===== src/rtl/iexc_pkg.sv =====
package iexc_pkg;
  localparam int XLEN = 32;
  localparam int RIDX = 5;
  localparam int OPW  = 6;
  localparam int IMMW = 16;
  localparam int SHW  = $clog2(XLEN);

  typedef enum logic [4:0] {
    ALU_NOP, ALU_ADD, ALU_SUB, ALU_AND, ALU_OR, ALU_XOR, ALU_NOR, ALU_XNOR,
    ALU_SL, ALU_SR, ALU_SRU, ALU_CEQ, ALU_CNE, ALU_CGT, ALU_CGE, ALU_CGTU,
    ALU_CGEU, ALU_MUL, ALU_SEXTB, ALU_SEXTH, ALU_DIV, ALU_MOD
  } alu_op_e;

  typedef struct packed {
    alu_op_e             op;
    logic [XLEN-1:0]     opnd_b;
    logic [RIDX-1:0]     dest;
    logic                wr;
    logic                illegal;
    logic                dz;
    logic                halt;
    logic                handoff;
    logic                div;
  } dec_t;
endpackage


===== src/rtl/iexc_decode.sv =====
module iexc_decode
  import iexc_pkg::*;
#(
  parameter bit HAS_MUL   = 1'b1,
  parameter bit HAS_DIV   = 1'b1,
  parameter bit HAS_SEXT  = 1'b1,
  parameter bit HAS_SHIFT = 1'b1
) (
  input  logic [XLEN-1:0] instr,
  input  logic [XLEN-1:0] opb,
  output dec_t            dec
);
  logic            rr;
  logic [OPW-1:0]  opc;
  logic [IMMW-1:0] imm;
  logic [XLEN-1:0] imm_sx, imm_zx, imm_hi, amt_w;
  logic [SHW-1:0]  amt;
  logic [RIDX-1:0] dst;
  logic            ill, hlt, ho, dz;
  alu_op_e         op;
  logic [XLEN-1:0] bsel;
  logic            unused_bits;

  assign unused_bits = ^instr[10:5];

  always_comb begin
    rr     = instr[XLEN-1];
    opc    = instr[XLEN-1 -: OPW];
    imm    = instr[IMMW-1:0];
    imm_sx = {{(XLEN-IMMW){imm[IMMW-1]}}, imm};
    imm_zx = {{(XLEN-IMMW){1'b0}}, imm};
    imm_hi = {imm, {(XLEN-IMMW){1'b0}}};
    amt    = rr ? opb[SHW-1:0] : instr[SHW-1:0];
    amt_w  = {{(XLEN-SHW){1'b0}}, amt};
    dst    = rr ? instr[15:11] : instr[20:16];
    op = ALU_NOP; bsel = rr ? opb : imm_sx;
    ill = 1'b0; hlt = 1'b0; ho = 1'b0; dz = 1'b0;
    case (opc)
      6'h0D, 6'h2D: op = ALU_ADD;
      6'h32:        op = ALU_SUB;
      6'h08:        begin op = ALU_AND;  bsel = imm_zx; end
      6'h28:        if (instr[25:11] == '0) hlt = 1'b1; else op = ALU_AND;
      6'h0E, 6'h2E: begin op = ALU_OR;   if (!rr) bsel = imm_zx; end
      6'h06, 6'h26: begin op = ALU_XOR;  if (!rr) bsel = imm_zx; end
      6'h01, 6'h21: begin op = ALU_NOR;  if (!rr) bsel = imm_zx; end
      6'h09, 6'h29: begin op = ALU_XNOR; if (!rr) bsel = imm_zx; end
      6'h18:        begin op = ALU_AND;  bsel = imm_hi; end
      6'h1E:        begin op = ALU_OR;   bsel = imm_hi; end
      6'h19, 6'h39: op = ALU_CEQ;
      6'h1F, 6'h3F: op = ALU_CNE;
      6'h1A, 6'h3A: op = ALU_CGT;
      6'h1B, 6'h3B: op = ALU_CGE;
      6'h1D, 6'h3D: begin op = ALU_CGTU; if (!rr) bsel = imm_zx; end
      6'h1C, 6'h3C: begin op = ALU_CGEU; if (!rr) bsel = imm_zx; end
      6'h0F, 6'h2F: begin op = ALU_SL;  bsel = amt_w; ill = !HAS_SHIFT; end
      6'h05, 6'h25: begin op = ALU_SR;  bsel = amt_w; ill = !HAS_SHIFT && (amt != SHW'(1)); end
      6'h00, 6'h20: begin op = ALU_SRU; bsel = amt_w; ill = !HAS_SHIFT && (amt != SHW'(1)); end
      6'h02, 6'h22: begin op = ALU_MUL;   ill = !HAS_MUL;  end
      6'h2C:        begin op = ALU_SEXTB; ill = !HAS_SEXT; end
      6'h37:        begin op = ALU_SEXTH; ill = !HAS_SEXT; end
      6'h23, 6'h31: begin
        op = (opc == 6'h23) ? ALU_DIV : ALU_MOD;
        if (!HAS_DIV) ill = 1'b1;
        else if (opb == '0) dz = 1'b1;
      end
      6'h27, 6'h2A, 6'h33, 6'h35: ill = 1'b1;
      6'h03, 6'h04, 6'h07, 6'h0A, 6'h0B, 6'h0C, 6'h10, 6'h11, 6'h12, 6'h13,
      6'h14, 6'h15, 6'h16, 6'h17, 6'h24, 6'h2B, 6'h30, 6'h34, 6'h36, 6'h38,
      6'h3E:        ho = 1'b1;
      default:      ill = 1'b1;
    endcase
    dec.opnd_b  = bsel;
    dec.dest    = dst;
    dec.illegal = ill;
    dec.dz      = dz;
    dec.halt    = hlt;
    dec.handoff = ho;
    dec.op      = (ill || hlt || ho || dz) ? ALU_NOP : op;
    dec.wr      = !(ill || hlt || ho || dz) && (op != ALU_NOP) && (dst != '0);
    dec.div     = !(ill || dz) && ((op == ALU_DIV) || (op == ALU_MOD));
  end
endmodule


===== src/rtl/iexc_alu.sv =====
module iexc_alu
  import iexc_pkg::*;
(
  input  alu_op_e         op,
  input  logic [XLEN-1:0] a,
  input  logic [XLEN-1:0] b,
  output logic [XLEN-1:0] y
);
  logic [SHW-1:0] sh;
  logic           flag;

  always_comb begin
    sh   = b[SHW-1:0];
    flag = 1'b0;
    y    = '0;
    case (op)
      ALU_ADD:   y = a + b;
      ALU_SUB:   y = a - b;
      ALU_AND:   y = a & b;
      ALU_OR:    y = a | b;
      ALU_XOR:   y = a ^ b;
      ALU_NOR:   y = ~(a | b);
      ALU_XNOR:  y = ~(a ^ b);
      ALU_SL:    y = a << sh;
      ALU_SR:    y = $unsigned($signed(a) >>> sh);
      ALU_SRU:   y = a >> sh;
      ALU_MUL:   y = a * b;
      ALU_SEXTB: y = {{(XLEN-8){a[7]}}, a[7:0]};
      ALU_SEXTH: y = {{(XLEN-16){a[15]}}, a[15:0]};
      ALU_CEQ:   flag = (a == b);
      ALU_CNE:   flag = (a != b);
      ALU_CGT:   flag = ($signed(a) > $signed(b));
      ALU_CGE:   flag = ($signed(a) >= $signed(b));
      ALU_CGTU:  flag = (a > b);
      ALU_CGEU:  flag = (a >= b);
      default:   y = '0;
    endcase
    if (op inside {ALU_CEQ, ALU_CNE, ALU_CGT, ALU_CGE, ALU_CGTU, ALU_CGEU})
      y = {{(XLEN-1){1'b0}}, flag};
  end
endmodule


===== src/rtl/iexc_divider.sv =====
module iexc_divider #(
  parameter int W = 32
) (
  input  logic         clk,
  input  logic         rst_n,
  input  logic         start,
  input  logic [W-1:0] dividend,
  input  logic [W-1:0] divisor,
  input  logic         want_rem,
  output logic         busy,
  output logic         fin,
  output logic [W-1:0] res
);
  localparam int CW = $clog2(W);

  logic          busy_q, busy_n, mod_q, mod_n, neg;
  logic [CW-1:0] cnt_q, cnt_n;
  logic [W-1:0]  rem_q, rem_n, quo_q, quo_n, dvs_q, dvs_n, rem_step, quo_step;
  logic [W:0]    shifted;
  logic [W+1:0]  diff;

  always_comb begin
    busy_n = busy_q; cnt_n = cnt_q; rem_n = rem_q;
    quo_n  = quo_q;  dvs_n = dvs_q; mod_n = mod_q;
    shifted  = {rem_q, quo_q[W-1]};
    diff     = {1'b0, shifted} - {2'b00, dvs_q};
    neg      = diff[W+1];
    rem_step = neg ? shifted[W-1:0] : diff[W-1:0];
    quo_step = {quo_q[W-2:0], ~neg};
    fin      = busy_q && (cnt_q == CW'(W-1));
    res      = mod_q ? rem_step : quo_step;
    if (start && !busy_q) begin
      busy_n = 1'b1; cnt_n = '0; rem_n = '0;
      quo_n  = dividend; dvs_n = divisor; mod_n = want_rem;
    end else if (busy_q) begin
      rem_n = rem_step; quo_n = quo_step; cnt_n = cnt_q + 1'b1;
      if (fin) busy_n = 1'b0;
    end
  end

  always_ff @(posedge clk or negedge rst_n) begin
    if (!rst_n) begin
      busy_q <= 1'b0; cnt_q <= '0; rem_q <= '0;
      quo_q  <= '0;   dvs_q <= '0; mod_q <= 1'b0;
    end else begin
      busy_q <= busy_n; cnt_q <= cnt_n; rem_q <= rem_n;
      quo_q  <= quo_n;  dvs_q <= dvs_n; mod_q <= mod_n;
    end
  end

  assign busy = busy_q;
endmodule


===== src/rtl/int_exec_core.sv =====
module int_exec_core
  import iexc_pkg::*;
#(
  parameter bit HAS_MUL   = 1'b1,
  parameter bit HAS_DIV   = 1'b1,
  parameter bit HAS_SEXT  = 1'b1,
  parameter bit HAS_SHIFT = 1'b1
) (
  input  logic            clk,
  input  logic            rst_n,
  input  logic            issue_valid,
  input  logic [XLEN-1:0] instr,
  input  logic [XLEN-1:0] opa,
  input  logic [XLEN-1:0] opb,
  output logic            done,
  output logic            busy,
  output logic [XLEN-1:0] result,
  output logic [RIDX-1:0] dest,
  output logic            wr_en,
  output logic            illegal,
  output logic            div_zero,
  output logic            halt,
  output logic            handoff
);
  logic [1:0]      rsync;
  logic            rst_core_n;
  dec_t            dec;
  logic [XLEN-1:0] alu_y, div_res;
  logic            div_busy, div_fin, accept, single, div_go;
  logic            done_q, wr_q, ill_q, dz_q, halt_q, ho_q, pend_wr_q;
  logic [XLEN-1:0] res_q;
  logic [RIDX-1:0] dest_q, pend_dest_q;
  logic            done_n, wr_n, ill_n, dz_n, halt_n, ho_n;
  logic [XLEN-1:0] res_n;
  logic [RIDX-1:0] dest_n;

  always_ff @(posedge clk or negedge rst_n) begin
    if (!rst_n) rsync <= '0;
    else        rsync <= {rsync[0], 1'b1};
  end
  assign rst_core_n = rsync[1];

  iexc_decode #(.HAS_MUL(HAS_MUL), .HAS_DIV(HAS_DIV), .HAS_SEXT(HAS_SEXT),
                .HAS_SHIFT(HAS_SHIFT))
    u_dec (.instr(instr), .opb(opb), .dec(dec));

  iexc_alu u_alu (.op(dec.op), .a(opa), .b(dec.opnd_b), .y(alu_y));

  iexc_divider #(.W(XLEN)) u_div (
    .clk(clk), .rst_n(rst_core_n), .start(div_go), .dividend(opa),
    .divisor(opb), .want_rem(dec.op == ALU_MOD), .busy(div_busy),
    .fin(div_fin), .res(div_res));

  assign accept = issue_valid && !div_busy;
  assign single = accept && !dec.div;
  assign div_go = accept && dec.div;

  always_comb begin
    done_n = single || div_fin;
    res_n  = div_fin ? div_res : alu_y;
    dest_n = div_fin ? pend_dest_q : dec.dest;
    wr_n   = div_fin ? pend_wr_q : (single && dec.wr);
    ill_n  = single && dec.illegal;
    dz_n   = single && dec.dz;
    halt_n = single && dec.halt;
    ho_n   = single && dec.handoff;
  end

  always_ff @(posedge clk or negedge rst_core_n) begin
    if (!rst_core_n) begin
      done_q <= 1'b0; wr_q <= 1'b0; ill_q <= 1'b0; dz_q <= 1'b0;
      halt_q <= 1'b0; ho_q <= 1'b0; res_q <= '0; dest_q <= '0;
      pend_dest_q <= '0; pend_wr_q <= 1'b0;
    end else begin
      done_q <= done_n; wr_q <= wr_n; ill_q <= ill_n; dz_q <= dz_n;
      halt_q <= halt_n; ho_q <= ho_n;
      if (done_n) begin
        res_q  <= res_n;
        dest_q <= dest_n;
      end
      if (div_go) begin
        pend_dest_q <= dec.dest;
        pend_wr_q   <= dec.wr;
      end
    end
  end

  assign done = done_q;  assign busy = div_busy; assign result = res_q;
  assign dest = dest_q;  assign wr_en = wr_q;    assign illegal = ill_q;
  assign div_zero = dz_q; assign halt = halt_q;  assign handoff = ho_q;
endmodule


===== config.mk =====
export PLATFORM = sky130hd
export DESIGN_NAME = int_exec_core
export DESIGN_NICKNAME = d
export VERILOG_FILES = /design/src/rtl/iexc_pkg.sv /design/src/rtl/iexc_decode.sv /design/src/rtl/iexc_alu.sv /design/src/rtl/iexc_divider.sv /design/src/rtl/int_exec_core.sv
export SDC_FILE = /design/constraint.sdc
export NUM_CORES = 2
export LEC_CHECK = 0
export ABC_AREA = 1
export ABC_CLOCK_PERIOD_IN_PS = 6470
export BUFFER_PORTS_ARGS = -buffer_cell sky130_fd_sc_hd__buf_4
export CORE_MARGIN = 2
export CORE_UTILIZATION = 45
export CTS_BUF_LIST = sky130_fd_sc_hd__clkbuf_4
export DETAILED_ROUTE_END_ITERATION = 8
export PLACE_DENSITY_LB_ADDON = 0.1
export SYNTH_ARGS = -nofsm -noshare
export SYNTH_HDL_FRONTEND = slang
export SYNTH_SLANG_ARGS = --single-unit

===== constraint.sdc =====
create_clock -name clk -period 6.47 [get_ports clk]
set_clock_uncertainty 0.1 [all_clocks]
set_input_delay 1.941 -clock clk [delete_from_list [all_inputs] [get_ports clk]]
set_output_delay 1.941 -clock clk [all_outputs]
set_load 0.005 [all_outputs]

==> run_results.csv <==
group,metric,value,unit
clock_tree,cts_buffer_depth,2,
floorplan,die_x,279,um
setup_path,critical-path-max-stage-delay,0.57,ns
global_routing,grt.total_usage,44.3,%
global_routing,grt_overflow_total,0,
placed_design,place_hpwl,144,mm
sta,rsz0062_at_grt,"true",
floorplan,core_area,75600,um2
hold_path,hold_path.class,"register to async pin",
logic_synthesis,syn_nets,5757,
logic_synthesis,synth.avg_cell_area,6.84,um2
setup_path,worstPathArrival,9.70,ns
sta,setup_viol,29,
clock_tree,htree_levels,4,
sta,fmax,108,MHz
clock_tree,cts_root_buffer,"clkbuf_4",
final_layout,area_delta_synth_final,32.9,%
outcome,outcome,"complete, but fails checks",
floorplan,ios,143,
sta,worst_slew_pin_slew,1.22,ns
routing,drtIter0Drc,4558,
sta,slew_viol_final,0,
routing,num_vias,39300,
sta,min_period,9.24,ns
outcome,violations,"design-rule violations, negative setup slack",
final_layout,layout.nets,6560,
logic_synthesis,yosysWarnings,0,
global_routing,antenna_found_initial,6,
routing,drt_drc_violations_left,2,
floorplan,die_h,279,um
placed_design,io_buffer_count,142,
clock_tree,clk_latency,0.64,ns
logic_synthesis,ys_types,67,
clock_tree,cts.sinks,154,
global_routing,grt_max_degree,91,
floorplan,start_util,45.2,%
logic_synthesis,synth_cells,4993,
clock_tree,path_clk_slew,0.17,ns
final_layout,n_fill_cell,7194,
global_routing,grt_pass1_wl,253,mm
global_routing,grt_pass1_vias,38300,
logic_synthesis,ys_ff_latch,154,
placed_design,post-place-ws,-3.87,ns
setup_path,cp-end-kind,"register",
logic_synthesis,ys.flop_type,"dfrtp_1",
clock_tree,numCtsBuffers,17,
clock_tree,cts_tree,"built",
floorplan,rows,101,
floorplan,dieArea,78100,um2
routing,firstDrtPassIters,8,
logic_synthesis,async_flop_share,100,%
routing,wl_per_cell,25.7,um
sta,timing.final.crit_share,143,%
routing,totalWireLength,174,mm
setup_path,path_class,"input pin to register",
sta,maxSlewHeadroom,18.5,%
final_layout,final_util,60.0,%
logic_synthesis,synth-edff-count,0,
placed_design,gp_congestion,1.07,
flow_run,cap_violations,0,
logic_synthesis,yosysSeqAreaShare,11.3,%
setup_path,cp_common_cell,"fa_1",
setup_path,cp-start-kind,"input pin",
sta,final_hold_viol_count,0,
routing,drt.antenna.violating_nets,0,
routing,vias_per_cell,5.78,
final_layout,drive_gt1_share,25.4,%
setup_path,cp.required,6.93,ns
setup_path,cpMaxStageDelayCell,"fa_2",
sta,layout_setup_ws,-2.77,ns
logic_synthesis,syn-cell-area,34100,um2
setup_path,crit_path_max_fanout,6,
cell families (layout without fill, tap and decap cells):
kind of cell | count (synthesis) | after routing | synth area share (%)
simple gates | 1986 | 1986 | 23.9
buf+inv | 1092 | 1908 | 12.2
compound gates | 1026 | 1026 | 17.3
fa+ha+maj | 665 | 665 | 33.4
flops | 154 | 154 | 11.3
xor+xnor | 47 | 47 | 1.21
mux | 22 | 22 | 0.649
other cells | 1 | 3 | 0.0110
worst paths after layout:
| path | start | cells after the start | slack (ns) | to |
|---|---|---|---|---|
| worst max register to register | u_div.quo_q[31] | 23 | 2.21 | result[30] |
| max in group asynchronous | rsync[1] | 1 | 4.66 | u_div.rem_q[22] |
| worst min-delay path | rsync[1] | 0 | 0.21 | result[9] |
| worst min register to register | rsync[1] | 0 | 0.21 | result[9] |
| worst max-delay path | instr[28] | 42 | -2.77 | result[27] |
| min in group clk | rsync[0] | 0 | 0.28 | rsync[1] |
layout make-up:
| class | count | area (um2) | share of cell area, % |
|---|---|---|---|
| clock buffers | 18 | 135 | 0.298 |
| flip-flops and latches | 154 | 3860 | 8.50 |
| well taps | 978 | 1220 | 2.70 |
| multi-input cells | 3747 | 28200 | 62.1 |
| repair inverters | 4 | 25.0 | 0.0552 |
| repair buffers | 1030 | 8540 | 18.8 |
| inverters | 842 | 3270 | 7.21 |
| diodes | 2 | 5.00 | 0.0110 |
| clock inverters | 14 | 128 | 0.281 |
critical path, delay by kind of cell:
family | cells | cell delay, ns
adder cells (fa/ha/maj) | 9 | 4.12
AND/OR/NAND/NOR | 18 | 1.75
AO/OA/AOI/OAI | 6 | 1.09
buffers and inverters | 9 | 0.78
placed cells by master (no fill, tap or decap), types with 18 or more instances in the layout:
cell type  count
a21oi_1      242
a21oi_2       22
a22oi_1       30
a31oi_1       26
buf_12        44
buf_4        928
buf_6         48
clkbuf_4      18
dfrtp_1      153
fa_1         390
fa_2          21
ha_1         207
ha_4          42
inv_1        773
inv_2         38
mux2i_1       21
nand2_1     1010
nand2_2       41
nand2_4       21
nand3_1      157
nand4_1       58
nor2_1       502
nor2_2        36
nor2_4        32
nor3_1        25
nor4_1        21
o211ai_1      55
o21ai_0      336
o21ai_1      117
o221ai_1      22
o22ai_1       24
or2_2         20
xor2_1        32
synth_stat cells, types with 28 or more instances:
library cell | count | share of area [%]
nand2_1 | 1061 | 12
inv_1 | 807 | 8.9
clkbuf_1 | 186 | 2.0
nor3_1 | 33 | 0.48
a21oi_1 | 273 | 4.0
nor2_1 | 561 | 6.2
o211ai_1 | 55 | 1.2
nand3_1 | 179 | 2.6
o21ai_0 | 371 | 5.4
o22ai_1 | 29 | 0.53
nand4_1 | 58 | 1.1
dfrtp_1 | 154 | 11
a22oi_1 | 32 | 0.70
o21ai_1 | 97 | 1.4
xor2_1 | 32 | 0.82
buf_1 | 28 | 0.31
ha_1 | 254 | 9.3
fa_1 | 411 | 24
routing by layer:
| metal | global-route usage [%] | part of all wire [%] | vias up | wire length [um] |
|---|---|---|---|---|
| li1 | - | - | 17600 | - |
| met1 | 58.8 | 40 | 19000 | 69400 |
| met2 | 68.4 | 43 | 2206 | 74900 |
| met3 | 8.15 | 10 | 476 | 17800 |
| met4 | 24.4 | 7.0 | 4 | 12300 |
| met5 | 0 | 0.017 | - | 30 |
registers in the layout (all words and copies together), names as in the netlist, 2 cells and up:
signal	cells
rsync	2
u_div.cnt_q	5
dest	5
pend_dest_q	5
result	32
u_div.dvs_q	32
u_div.rem_q	32
u_div.quo_q	32
per-stage QoR:
step / std cells / hold slack, ns / TNS (ns) / instance area (um2)
2_1_floorplan: 4993 / 0.231 / -51.69 / 34900
3_5_place_dp: 6663 / 0.217 / -89.04 / 42400
4_1_cts: 6776 / 0.230 / -73.37 / 44300
5_1_grt: 6788 / 0.255 / -63.44 / 45400
6_report: 6789 / 0.210 / -59.08 / 45400
3_3_place_gp: 6663 / 0.213 / -86.27 / 42400
timing repair:
item	in CTS	in global routing
setup endpoints to repair	29	33
gates cloned	3	2
buffers inserted	81	35
hold buffers	0	0
pin swaps	127	126
gates resized for setup	258	222
Power is left out: the tool's default activity adds up to more than one toggle a clock period on the data nets, which glitch-free logic cannot reach.
